==> config.mk <==
export PLATFORM = sky130hd
export DESIGN_NAME = capdly_cal_seq
export DESIGN_NICKNAME = d
export VERILOG_FILES = /design/src/rtl/capdly_pkg.sv /design/src/rtl/capdly_cmd.sv /design/src/rtl/capdly_win.sv /design/src/rtl/capdly_hist.sv /design/src/rtl/capdly_cal_seq.sv
export SDC_FILE = /design/constraint.sdc
export NUM_CORES = 1
export LEC_CHECK = 0
export CORE_ASPECT_RATIO = 0.8
export CORE_MARGIN = 2
export CORE_UTILIZATION = 50
export DETAILED_ROUTE_END_ITERATION = 8
export HOLD_SLACK_MARGIN = 0.15
export PLACE_DENSITY = 0.85
export SLEW_MARGIN = 30
export SYNTH_ARGS = -nofsm -noshare
export SYNTH_HDL_FRONTEND = slang
export SYNTH_HIERARCHICAL = 1
export SYNTH_SLANG_ARGS = --single-unit
==> constraint.sdc <==
create_clock -name clk -period 2.9 [get_ports clk]
set_input_delay 0.29 -clock clk [delete_from_list [all_inputs] [get_ports clk]]
set_output_delay 0.29 -clock clk [all_outputs]
set_load 0.02 [all_outputs]
==> src/rtl/capdly_pkg.sv <==
package capdly_pkg;
    localparam int          RSP_W   = 24;
    localparam logic [7:0]  OP_RDID = 8'h9F;

    typedef enum logic [3:0] {
        ST_IDLE,
        ST_G_EN,
        ST_G_WAIT,
        ST_S_DIS,
        ST_S_SET,
        ST_S_EN,
        ST_S_WAIT,
        ST_FIN
    } cal_st_e;
endpackage

==> src/rtl/capdly_cmd.sv <==
module capdly_cmd
    import capdly_pkg::*;
(
    input  logic             clk,
    input  logic             rst,
    input  logic             issue_i,
    input  logic             gold_cap_i,
    input  logic             cmd_ack_i,
    input  logic             cmd_err_i,
    input  logic [RSP_W-1:0] cmd_rsp_i,
    output logic             cmd_req_o,
    output logic [7:0]       cmd_op_o,
    output logic             fin_o,
    output logic             ferr_o,
    output logic             match_o
);
    typedef struct packed {
        logic             req;
        logic             fin;
        logic             err;
        logic [RSP_W-1:0] rsp;
        logic [RSP_W-1:0] gold;
    } cmd_t;

    cmd_t cmd_d, cmd_q;

    always_comb begin
        cmd_d     = cmd_q;
        cmd_d.fin = 1'b0;
        if (issue_i) begin
            cmd_d.req = 1'b1;
        end
        if (cmd_q.req && cmd_ack_i) begin
            cmd_d.req = 1'b0;
            cmd_d.fin = 1'b1;
            cmd_d.err = cmd_err_i;
            cmd_d.rsp = cmd_rsp_i;
            if (gold_cap_i && !cmd_err_i) begin
                cmd_d.gold = cmd_rsp_i;
            end
        end
    end

    always_ff @(posedge clk) begin
        if (rst) begin
            cmd_q <= '0;
        end else begin
            cmd_q <= cmd_d;
        end
    end

    assign cmd_req_o = cmd_q.req;
    assign cmd_op_o  = OP_RDID;
    assign fin_o     = cmd_q.fin;
    assign ferr_o    = cmd_q.err;
    assign match_o   = (cmd_q.rsp == cmd_q.gold);

    AST_REQ_HOLD: assert property (@(posedge clk) disable iff (rst)
        (cmd_req_o && !cmd_ack_i) |=> (cmd_req_o && $stable(cmd_op_o)));
    AST_NO_REISSUE: assert property (@(posedge clk) disable iff (rst)
        issue_i |-> !cmd_req_o);
    AST_OPCODE: assert property (@(posedge clk) disable iff (rst)
        cmd_req_o |-> (cmd_op_o == 8'h9F));
endmodule

==> src/rtl/capdly_win.sv <==
module capdly_win #(
    parameter int MAX_DELAY = 16,
    localparam int DW = $clog2(MAX_DELAY)
) (
    input  logic          clk,
    input  logic          rst,
    input  logic          clr_i,
    input  logic          upd_i,
    input  logic [DW-1:0] idx_i,
    input  logic          match_i,
    output logic          end_o,
    output logic          ok_o,
    output logic [DW-1:0] lo_o,
    output logic [DW-1:0] hi_o,
    output logic [DW-1:0] mid_o
);
    localparam logic [DW-1:0] LAST = DW'(MAX_DELAY - 1);

    typedef struct packed {
        logic          found;
        logic [DW-1:0] lo;
        logic [DW-1:0] hi;
    } win_t;

    win_t win_d, win_q;
    logic [DW:0] sum;

    always_comb begin
        win_d = win_q;
        if (clr_i) begin
            win_d.found = 1'b0;
        end else if (upd_i) begin
            if (!win_q.found) begin
                if (match_i) begin
                    win_d.found = 1'b1;
                    win_d.lo    = idx_i;
                    win_d.hi    = idx_i;
                end
            end else if (match_i) begin
                win_d.hi = idx_i;
            end else begin
                win_d.hi = idx_i - 1'b1;
            end
        end
    end

    always_ff @(posedge clk) begin
        if (rst) begin
            win_q <= '0;
        end else begin
            win_q <= win_d;
        end
    end

    assign end_o = (idx_i == LAST) || (win_q.found && !match_i);
    assign ok_o  = win_q.found || match_i;
    assign lo_o  = win_q.lo;
    assign hi_o  = win_q.hi;
    assign sum   = {1'b0, win_q.lo} + {1'b0, win_q.hi};
    assign mid_o = sum[DW:1];

    AST_LO_FROZEN: assert property (@(posedge clk) disable iff (rst)
        (win_q.found && !clr_i) |=> $stable(lo_o));
    AST_HI_NOT_BELOW_LO: assert property (@(posedge clk) disable iff (rst)
        win_q.found |-> (hi_o >= lo_o));
endmodule

==> src/rtl/capdly_hist.sv <==
module capdly_hist #(
    parameter int RATE_W = 8,
    parameter int CS_W   = 2
) (
    input  logic              clk,
    input  logic              rst,
    input  logic              rec_i,
    input  logic [RATE_W-1:0] rec_rate_i,
    input  logic [CS_W-1:0]   rec_cs_i,
    input  logic [RATE_W-1:0] rate_i,
    input  logic [CS_W-1:0]   cs_i,
    output logic              hit_o
);
    typedef struct packed {
        logic              vld;
        logic [RATE_W-1:0] rate;
        logic [CS_W-1:0]   cs;
    } hist_t;

    hist_t h_d, h_q;

    always_comb begin
        h_d = h_q;
        if (rec_i) begin
            h_d.vld  = 1'b1;
            h_d.rate = rec_rate_i;
            h_d.cs   = rec_cs_i;
        end
    end

    always_ff @(posedge clk) begin
        if (rst) begin
            h_q <= '0;
        end else begin
            h_q <= h_d;
        end
    end

    assign hit_o = h_q.vld && (h_q.rate == rate_i) && (h_q.cs == cs_i);

    AST_REC_HITS: assert property (@(posedge clk) disable iff (rst)
        rec_i |=> (h_q.vld && h_q.rate == $past(rec_rate_i) && h_q.cs == $past(rec_cs_i)));
endmodule

==> src/rtl/capdly_cal_seq.sv <==
module capdly_cal_seq
    import capdly_pkg::*;
#(
    parameter int MAX_DELAY = 16,
    parameter int RATE_W    = 8,
    parameter int CS_W      = 2,
    localparam int DW       = $clog2(MAX_DELAY)
) (
    input  logic              clk,
    input  logic              rst,
    input  logic              start_i,
    input  logic [RATE_W-1:0] tgt_rate_i,
    input  logic [CS_W-1:0]   cs_i,
    output logic              cmd_req_o,
    output logic [7:0]        cmd_op_o,
    input  logic              cmd_ack_i,
    input  logic              cmd_err_i,
    input  logic [RSP_W-1:0]  cmd_rsp_i,
    output logic              clk_sel_o,
    output logic [DW-1:0]     dly_o,
    output logic              ctl_en_o,
    output logic              done_o,
    output logic              fail_o,
    output logic [DW-1:0]     win_lo_o,
    output logic [DW-1:0]     win_hi_o
);
    typedef struct packed {
        cal_st_e           st;
        logic [DW-1:0]     idx;
        logic              clk_sel;
        logic [DW-1:0]     dly;
        logic              en;
        logic              done;
        logic              fail;
        logic [RATE_W-1:0] rate;
        logic [CS_W-1:0]   cs;
    } seq_t;

    seq_t s_d, s_q;

    logic          issue, wclr, wupd, rec;
    logic          fin, ferr, match;
    logic          wend, wok, hit;
    logic [DW-1:0] mid;

    capdly_cmd u_cmd (
        .clk        (clk),
        .rst        (rst),
        .issue_i    (issue),
        .gold_cap_i (s_q.st == ST_G_WAIT),
        .cmd_ack_i  (cmd_ack_i),
        .cmd_err_i  (cmd_err_i),
        .cmd_rsp_i  (cmd_rsp_i),
        .cmd_req_o  (cmd_req_o),
        .cmd_op_o   (cmd_op_o),
        .fin_o      (fin),
        .ferr_o     (ferr),
        .match_o    (match)
    );

    capdly_win #(.MAX_DELAY(MAX_DELAY)) u_win (
        .clk     (clk),
        .rst     (rst),
        .clr_i   (wclr),
        .upd_i   (wupd),
        .idx_i   (s_q.idx),
        .match_i (match),
        .end_o   (wend),
        .ok_o    (wok),
        .lo_o    (win_lo_o),
        .hi_o    (win_hi_o),
        .mid_o   (mid)
    );

    capdly_hist #(.RATE_W(RATE_W), .CS_W(CS_W)) u_hist (
        .clk        (clk),
        .rst        (rst),
        .rec_i      (rec),
        .rec_rate_i (s_q.rate),
        .rec_cs_i   (s_q.cs),
        .rate_i     (tgt_rate_i),
        .cs_i       (cs_i),
        .hit_o      (hit)
    );

    always_comb begin
        s_d      = s_q;
        s_d.done = 1'b0;
        s_d.fail = 1'b0;
        issue    = 1'b0;
        wclr     = 1'b0;
        wupd     = 1'b0;
        rec      = 1'b0;
        case (s_q.st)
            ST_IDLE: begin
                if (start_i) begin
                    if (hit) begin
                        s_d.done = 1'b1;
                    end else begin
                        s_d.rate    = tgt_rate_i;
                        s_d.cs      = cs_i;
                        s_d.clk_sel = 1'b0;
                        s_d.dly     = '0;
                        s_d.en      = 1'b0;
                        wclr        = 1'b1;
                        s_d.st      = ST_G_EN;
                    end
                end
            end
            ST_G_EN: begin
                s_d.en = 1'b1;
                issue  = 1'b1;
                s_d.st = ST_G_WAIT;
            end
            ST_G_WAIT: begin
                if (fin) begin
                    if (ferr) begin
                        s_d.fail = 1'b1;
                        s_d.st   = ST_IDLE;
                    end else begin
                        s_d.clk_sel = 1'b1;
                        s_d.idx     = '0;
                        s_d.st      = ST_S_DIS;
                    end
                end
            end
            ST_S_DIS: begin
                s_d.en = 1'b0;
                s_d.st = ST_S_SET;
            end
            ST_S_SET: begin
                s_d.dly = s_q.idx;
                s_d.st  = ST_S_EN;
            end
            ST_S_EN: begin
                s_d.en = 1'b1;
                issue  = 1'b1;
                s_d.st = ST_S_WAIT;
            end
            ST_S_WAIT: begin
                if (fin) begin
                    if (ferr) begin
                        s_d.fail = 1'b1;
                        s_d.st   = ST_IDLE;
                    end else begin
                        wupd = 1'b1;
                        if (wend) begin
                            if (wok) begin
                                s_d.st = ST_FIN;
                            end else begin
                                s_d.fail = 1'b1;
                                s_d.st   = ST_IDLE;
                            end
                        end else begin
                            s_d.idx = s_q.idx + 1'b1;
                            s_d.st  = ST_S_DIS;
                        end
                    end
                end
            end
            ST_FIN: begin
                s_d.en   = 1'b0;
                s_d.dly  = mid;
                s_d.done = 1'b1;
                rec      = 1'b1;
                s_d.st   = ST_IDLE;
            end
            default: begin
                s_d.st = ST_IDLE;
            end
        endcase
    end

    always_ff @(posedge clk) begin
        if (rst) begin
            s_q    <= '0;
            s_q.st <= ST_IDLE;
        end else begin
            s_q <= s_d;
        end
    end

    assign clk_sel_o = s_q.clk_sel;
    assign dly_o     = s_q.dly;
    assign ctl_en_o  = s_q.en;
    assign done_o    = s_q.done;
    assign fail_o    = s_q.fail;

    AST_DONE_FAIL_EXCL: assert property (@(posedge clk) disable iff (rst)
        !(done_o && fail_o));
    AST_REQ_ENABLED: assert property (@(posedge clk) disable iff (rst)
        cmd_req_o |-> ctl_en_o);
    AST_GOLD_SLOW: assert property (@(posedge clk) disable iff (rst)
        (s_q.st == ST_G_WAIT && cmd_req_o) |-> (!clk_sel_o && dly_o == '0));
    AST_SWEEP_FAST: assert property (@(posedge clk) disable iff (rst)
        (s_q.st == ST_S_WAIT) |-> clk_sel_o);
    AST_DONE_DISABLED: assert property (@(posedge clk) disable iff (rst)
        (done_o && $past(s_q.st) == ST_FIN) |-> (!ctl_en_o && dly_o >= win_lo_o && dly_o <= win_hi_o));
    AST_SKIP_NOW: assert property (@(posedge clk) disable iff (rst)
        (s_q.st == ST_IDLE && start_i && hit) |=> (done_o && !cmd_req_o));
endmodule

## Yosys cells after proc, flatten, opt, wreduce, memory -nomap -nowiden

Index checks and enable logic that the tools add are counted.

- Flip-flop bits (word level): 97
- Output and inout port bits: 25
- Input port bits: 39

- Add/subtract/negate cells: 3
- Reduce and logical (&&, ||, !) cells: 28
- Muxes and demuxes: 41
- Equal/unequal tests: 18
- Bitwise logic cells: 3

Operators with widths:

| operator | count |
|---|---|
| 50-bit two-way mux | 1 |
| 4-bit case mux with 7 select lines | 1 |
| 24-bit equality test | 1 |
| 24-bit two-way mux | 1 |
| 4-bit two-way mux | 6 |
| 9-bit two-way mux | 2 |
| 4-bit by 3-bit equality test with 1-bit output, second input constant | 4 |
| 1-bit two-way mux | 15 |
| 2-bit inequality test, second input constant | 6 |
| 4-bit case mux with 3 select lines | 1 |
| 3-bit AND reduction | 4 |
| 5-bit two-way mux | 2 |
| 3-bit two-way mux | 3 |
| 4-bit by 2-bit equality test with 1-bit output, second input constant | 2 |
| 8-bit equality test | 1 |
| 8-bit two-way mux | 1 |
| 4-bit case mux with 2 select lines | 1 |
| 4-bit AND reduction | 2 |
| 2-bit OR reduction | 4 |
| 7-bit two-way mux | 1 |
| 6-bit two-way mux | 1 |
| 1-bit case mux with 2 select lines | 3 |
| 6-bit AND reduction | 1 |
| 2-bit nonzero test | 3 |
| 17 further kinds | 26 |

## Logic depth before layout (Yosys ltp)

- Word-level depth: 8
- Mapped depth: 10

## By module

Netlist, hierarchy kept.

Modules (own cells, without submodules):

| module | area an instance (µm²) | seq. area each (µm²) | cells each | times used |
|---|---|---|---|---|
| capdly_cmd | 1996.9 | 1021.0 | 207 | 1 |
| capdly_cal_seq | 1239.9 | 500.5 | 133 | 1 |
| capdly_win | 680.7 | 180.2 | 73 | 1 |
| capdly_hist | 495.5 | 220.2 | 49 | 1 |

## Worst setup path after synthesis

No wires, ideal clock.

- Path type: register to register
- Start: register u_cmd/cmd_q[6] in the netlist's numbering
- End: register s_q[23] in the netlist's numbering
- Path buffers: 0
- Cell stages (with the launch flop): 9
- Slack: 541 ps
- Arrival: 2268 ps
- Path through: dfxtp_1 > xor2_1 > nor4_1 > nand4_1 > nor3_1 > o21ai_0 > and2_1 > a21o_1 > a311oi_1

- Cells in the longest elaborated chain, start to end: 8

Ends and longest elaborated chain:

| item | RTL line | text |
|---|---|---|
| start, declared | capdly_cmd.sv:25 | `cmd_t cmd_d, cmd_q;` |
| start signal, assigned | capdly_cmd.sv:48 | `cmd_q <= cmd_d;` |
| 24-bit equality test | capdly_cmd.sv:56 | `assign match_o = (cmd_q.rsp == cmd_q.gold);` |
| via match | capdly_cal_seq.sv:42 | `logic fin, ferr, match;` |
| 1-bit logical NOT | capdly_win.sv:55 | `assign end_o = (idx_i == LAST) \|\| (win_q.found && !match_i);` |
| 1-bit logical AND | capdly_win.sv:55 |  |
| 1-bit logical OR | capdly_win.sv:55 |  |
| via wend | capdly_cal_seq.sv:43 | `logic wend, wok, hit;` |
| 3-bit two-way mux | capdly_cal_seq.sv:147 | `if (wend) begin` |
| 3-bit two-way mux | capdly_cal_seq.sv:142 | `if (ferr) begin` |
| 8-bit two-way mux | capdly_cal_seq.sv:141 | `if (fin) begin` |
| 4-bit case mux with 7 select lines | capdly_cal_seq.sv:94 | `case (s_q.st)` |
| end, declared | capdly_cal_seq.sv:39 | `seq_t s_d, s_q;` |

The timed path passes the listed nets, and every way through them passes these cells. The select of a mux whose other input is x is not followed.
A chain may end at the register's enable or synchronous reset.

## Final worst setup path

- Start: register u_cmd/cmd_q[11] in the netlist's numbering
- End: register s_q[22] in the netlist's numbering

The elaborated chain is that of the path after synthesis.

==> metrics.cfg <==
[clock_network]
clk_latency_ns=0.37
clk_pin_slew_ns=0.09
cts_resized=0
cts_root_buffer=clkbuf_8
max-clock-path-buffers=2
hold_buffers=0
cts_sinks=96
cts_tree=done
cts_setup_buffers=0
numCtsBuffers=9
htree_levels=3

[sta]
finalCriticalPeriod_ns=2.531
fmax_mhz=395.0
slew_viol_final=0
setup_viol=0
hold_viol_final=0
setup-tns-final_ns=0
worstMarginPinSlew_ns=0.8503
rsz0062_at_grt=no
clock_skew_ns=0.01271
fin_crit_sh_pct=87.29
timing.final.ws_setup_ns=0.3686
slew_headroom_pct=43.11

[drt]
drc=0
via_per_inst=5.525
antenna_left=0
vias=3387
drt_first_pass_iters=4
routed_wirelength_um=9511
drt_iter0_markers=287
post_drt_wl_per_cell_um=15.52

[worst_setup_path]
cp-start-kind=flip-flop
rrSetupSlack_ns=0.37
path_max_fanout=6
worstPathCellList=xor2_1 > nor4_1 > nand4_1 > nor3_1 > o21ai_0 > and2_1 > a21o_1 > o41ai_1
crit_buf_inv=0
required_ns=3.16
worst-path-stages=8
worstPathArrival_ns=2.80
ff2ff_path_depth=8
cp_slowest_cell=nor4_1
critPathMaxStageDelay_ns=0.39
worstSetupEndpointType=flip-flop
path_class=flip-flop to flip-flop
critical_path.top_delay_family=simple AND/OR/NAND/NOR gates

[die]
core-area_um2=8521
die_y_um=88.03
die_width_um=109.0
rows=30
start_util_pct=51.79
io_pins=64
die_area_um2=9598

[pwr]
seqPwrFrac_pct=54.4
clkPwrFrac_pct=32.5
p_per_area_nw_per_um2=503.0
power.switching_mw=0.7148
p_int_mw=1.831
ir_worst_vdd_v=0.0002657
switching_share_pct=28.08
power.leakage_nw=1.865
combPwrFrac_pct=13.1

[synth]
synth_top_area_cell=dfxtp_1
yosys.area.top_type_share_pct=43.55
synth-seq-cells=96
synth-main-ff-cell=dfxtp_1
synth_cell_types=63
syn_area_um2=4413
synthArstFlopShare_pct=0
synth_edf_count=0
syn_inst=462
yosysWarningCount=6
synthTopCellsByArea=dfxtp_1, nand2_1, a22o_1, xnor2_1, a21oi_1
seq_area_frac_synth_pct=43.55
postSynthAreaPerCell_um2=9.552

[placed_design]
pre_cts_slack_ns=0.4366
gp_congestion=0.8063
port_buffers=55
dpl.hpwl_um=6749

[grt]
grt_pass1_wl_um=15640
grt_pass1_vias=3268
antenna_found_initial=0
met3_usage_pct=5.580
grt_max_degree=37
gr-total-overflow=0
grt.total_usage_pct=20.66
busiest_layer=met2
met2_usage_pct=35.18
use_met1_pct=26.24

[min_path]
min_path_cells=2
hold_class=flip-flop to flip-flop

[final_layout]
areaGrowthSynthToFinish_pct=14.69
fillCellCount=706
num_antenna_cells=0
drive_gt1_share_pct=10.38
nNetsFinal=543

[run]
maxCapViolations=0

[outcome]
run_status=finished, final reports clean

cell usage after synthesis (5+ instances only):
cell type,instances
clkbuf_1,8
nor4_1,5
a31o_1,5
buf_6,5
inv_1,11
nand4_1,10
a21oi_1,37
ha_1,7
o21ai_1,7
nand2_1,59
a22o_1,25
buf_2,10
dfxtp_1,96
nand2b_1,7
xnor2_1,23
buf_4,23
mux2i_1,14
nor2_1,21
xor2_1,16
worst paths after layout:
path / end / from
max: s_q[22]$_SDFFE_PP0P_ / u_cmd/cmd_q[11]$_SDFFE_PP0P_
min: s_q[9]$_SDFFE_PP0P_ / s_q[9]$_SDFFE_PP0P_
max reg2reg: s_q[22]$_SDFFE_PP0P_ / u_cmd/cmd_q[11]$_SDFFE_PP0P_
min reg2reg: s_q[9]$_SDFFE_PP0P_ / s_q[9]$_SDFFE_PP0P_
state kept, by name, summed over array words and instances (netlist names):
signal           count
clk_sel_o            1
ctl_en_o             1
dly_o                4
done_o               1
fail_o               1
s_q                 17
u_cmd/cmd_q         48
u_cmd/cmd_req_o      1
u_cmd/ferr_o         1
u_cmd/fin_o          1
u_hist/h_q          11
u_win/hi_o           4
u_win/lo_o           4
u_win/win_q          1
worst min-delay path, delay by kind of cell (launching register included):
family / cells / cell delay, ns
compound gates: 1 / 0.05
flops: 1 / 0.32
simple gates: 1 / 0.06
layout by cell type, fill, tap and decap left out, types with 8 or more instances in the layout:
cell	n
a21oi_1	37
a22o_1	25
buf_4	8
clkbuf_8	9
clkdlybuf4s50_1	54
conb_1	8
dfxtp_1	96
inv_1	11
mux2i_1	14
nand2_1	59
nand4_1	10
nor2_1	21
xnor2_1	23
xor2_1	16
cell families after synthesis:
| kind of cell | synth area share [%] |
|---|---|
| DFF | 43.55 |
| xor gates and xnor gates | 7.740 |
| other | 0.1702 |
| AOI/OAI and AO/OA | 18.43 |
| adders and majority gates | 2.438 |
| muxes | 3.175 |
| buffers and inverters | 8.024 |
| and+or+nand+nor | 16.47 |
layout make-up:
| cell class | count | area [um^2] | share of cell area (%) |
|---|---|---|---|
| flip-flops and latches | 96 | 1922 | 37.97 |
| repair buffers | 63 | 605.6 | 11.97 |
| clock buffers | 9 | 123.9 | 2.447 |
| multi-input cells | 314 | 2160 | 42.67 |
| inverters | 12 | 45.04 | 0.8900 |
| well taps | 112 | 140.1 | 2.769 |
| clock inverters | 7 | 65.06 | 1.286 |
power groups by stage:
stage | registers (mW) | clock network (mW) | logic (mW)
finish | 1.39 | 0.828 | 0.333
global route | 1.39 | 0.905 | 0.362
CTS | 1.39 | 0.844 | 0.331
detailed placement | 1.42 | 0 | 0.329
global placement | 1.41 | 0 | 0.320
floorplan | 1.41 | 0 | 0.231
stage by stage:
step | area, um^2 | power (mW) | util (%) | std cells | hold slack [ns]
after global placement | 4872 | 1.733 | 57.18 | 597 | 0.4367
after detailed placement | 4872 | 1.745 | 57.18 | 597 | 0.4484
after floorplan | 4436 | 1.637 | - | 468 | 0.3624
final | 5061 | 2.546 | 59.40 | 613 | 0.4598
after CTS | 5061 | 2.560 | 59.40 | 613 | 0.4562
after global routing | 5061 | 2.657 | 59.40 | 613 | 0.4712
layer usage:
metal | wire [um] | share of wire (%)
met1 | 4288 | 45
met2 | 4639 | 49
met3 | 528 | 5.6
met4 | 55 | 0.58
met5 | 0 | 0
Note: power is estimated with default switching activity, not from simulation.
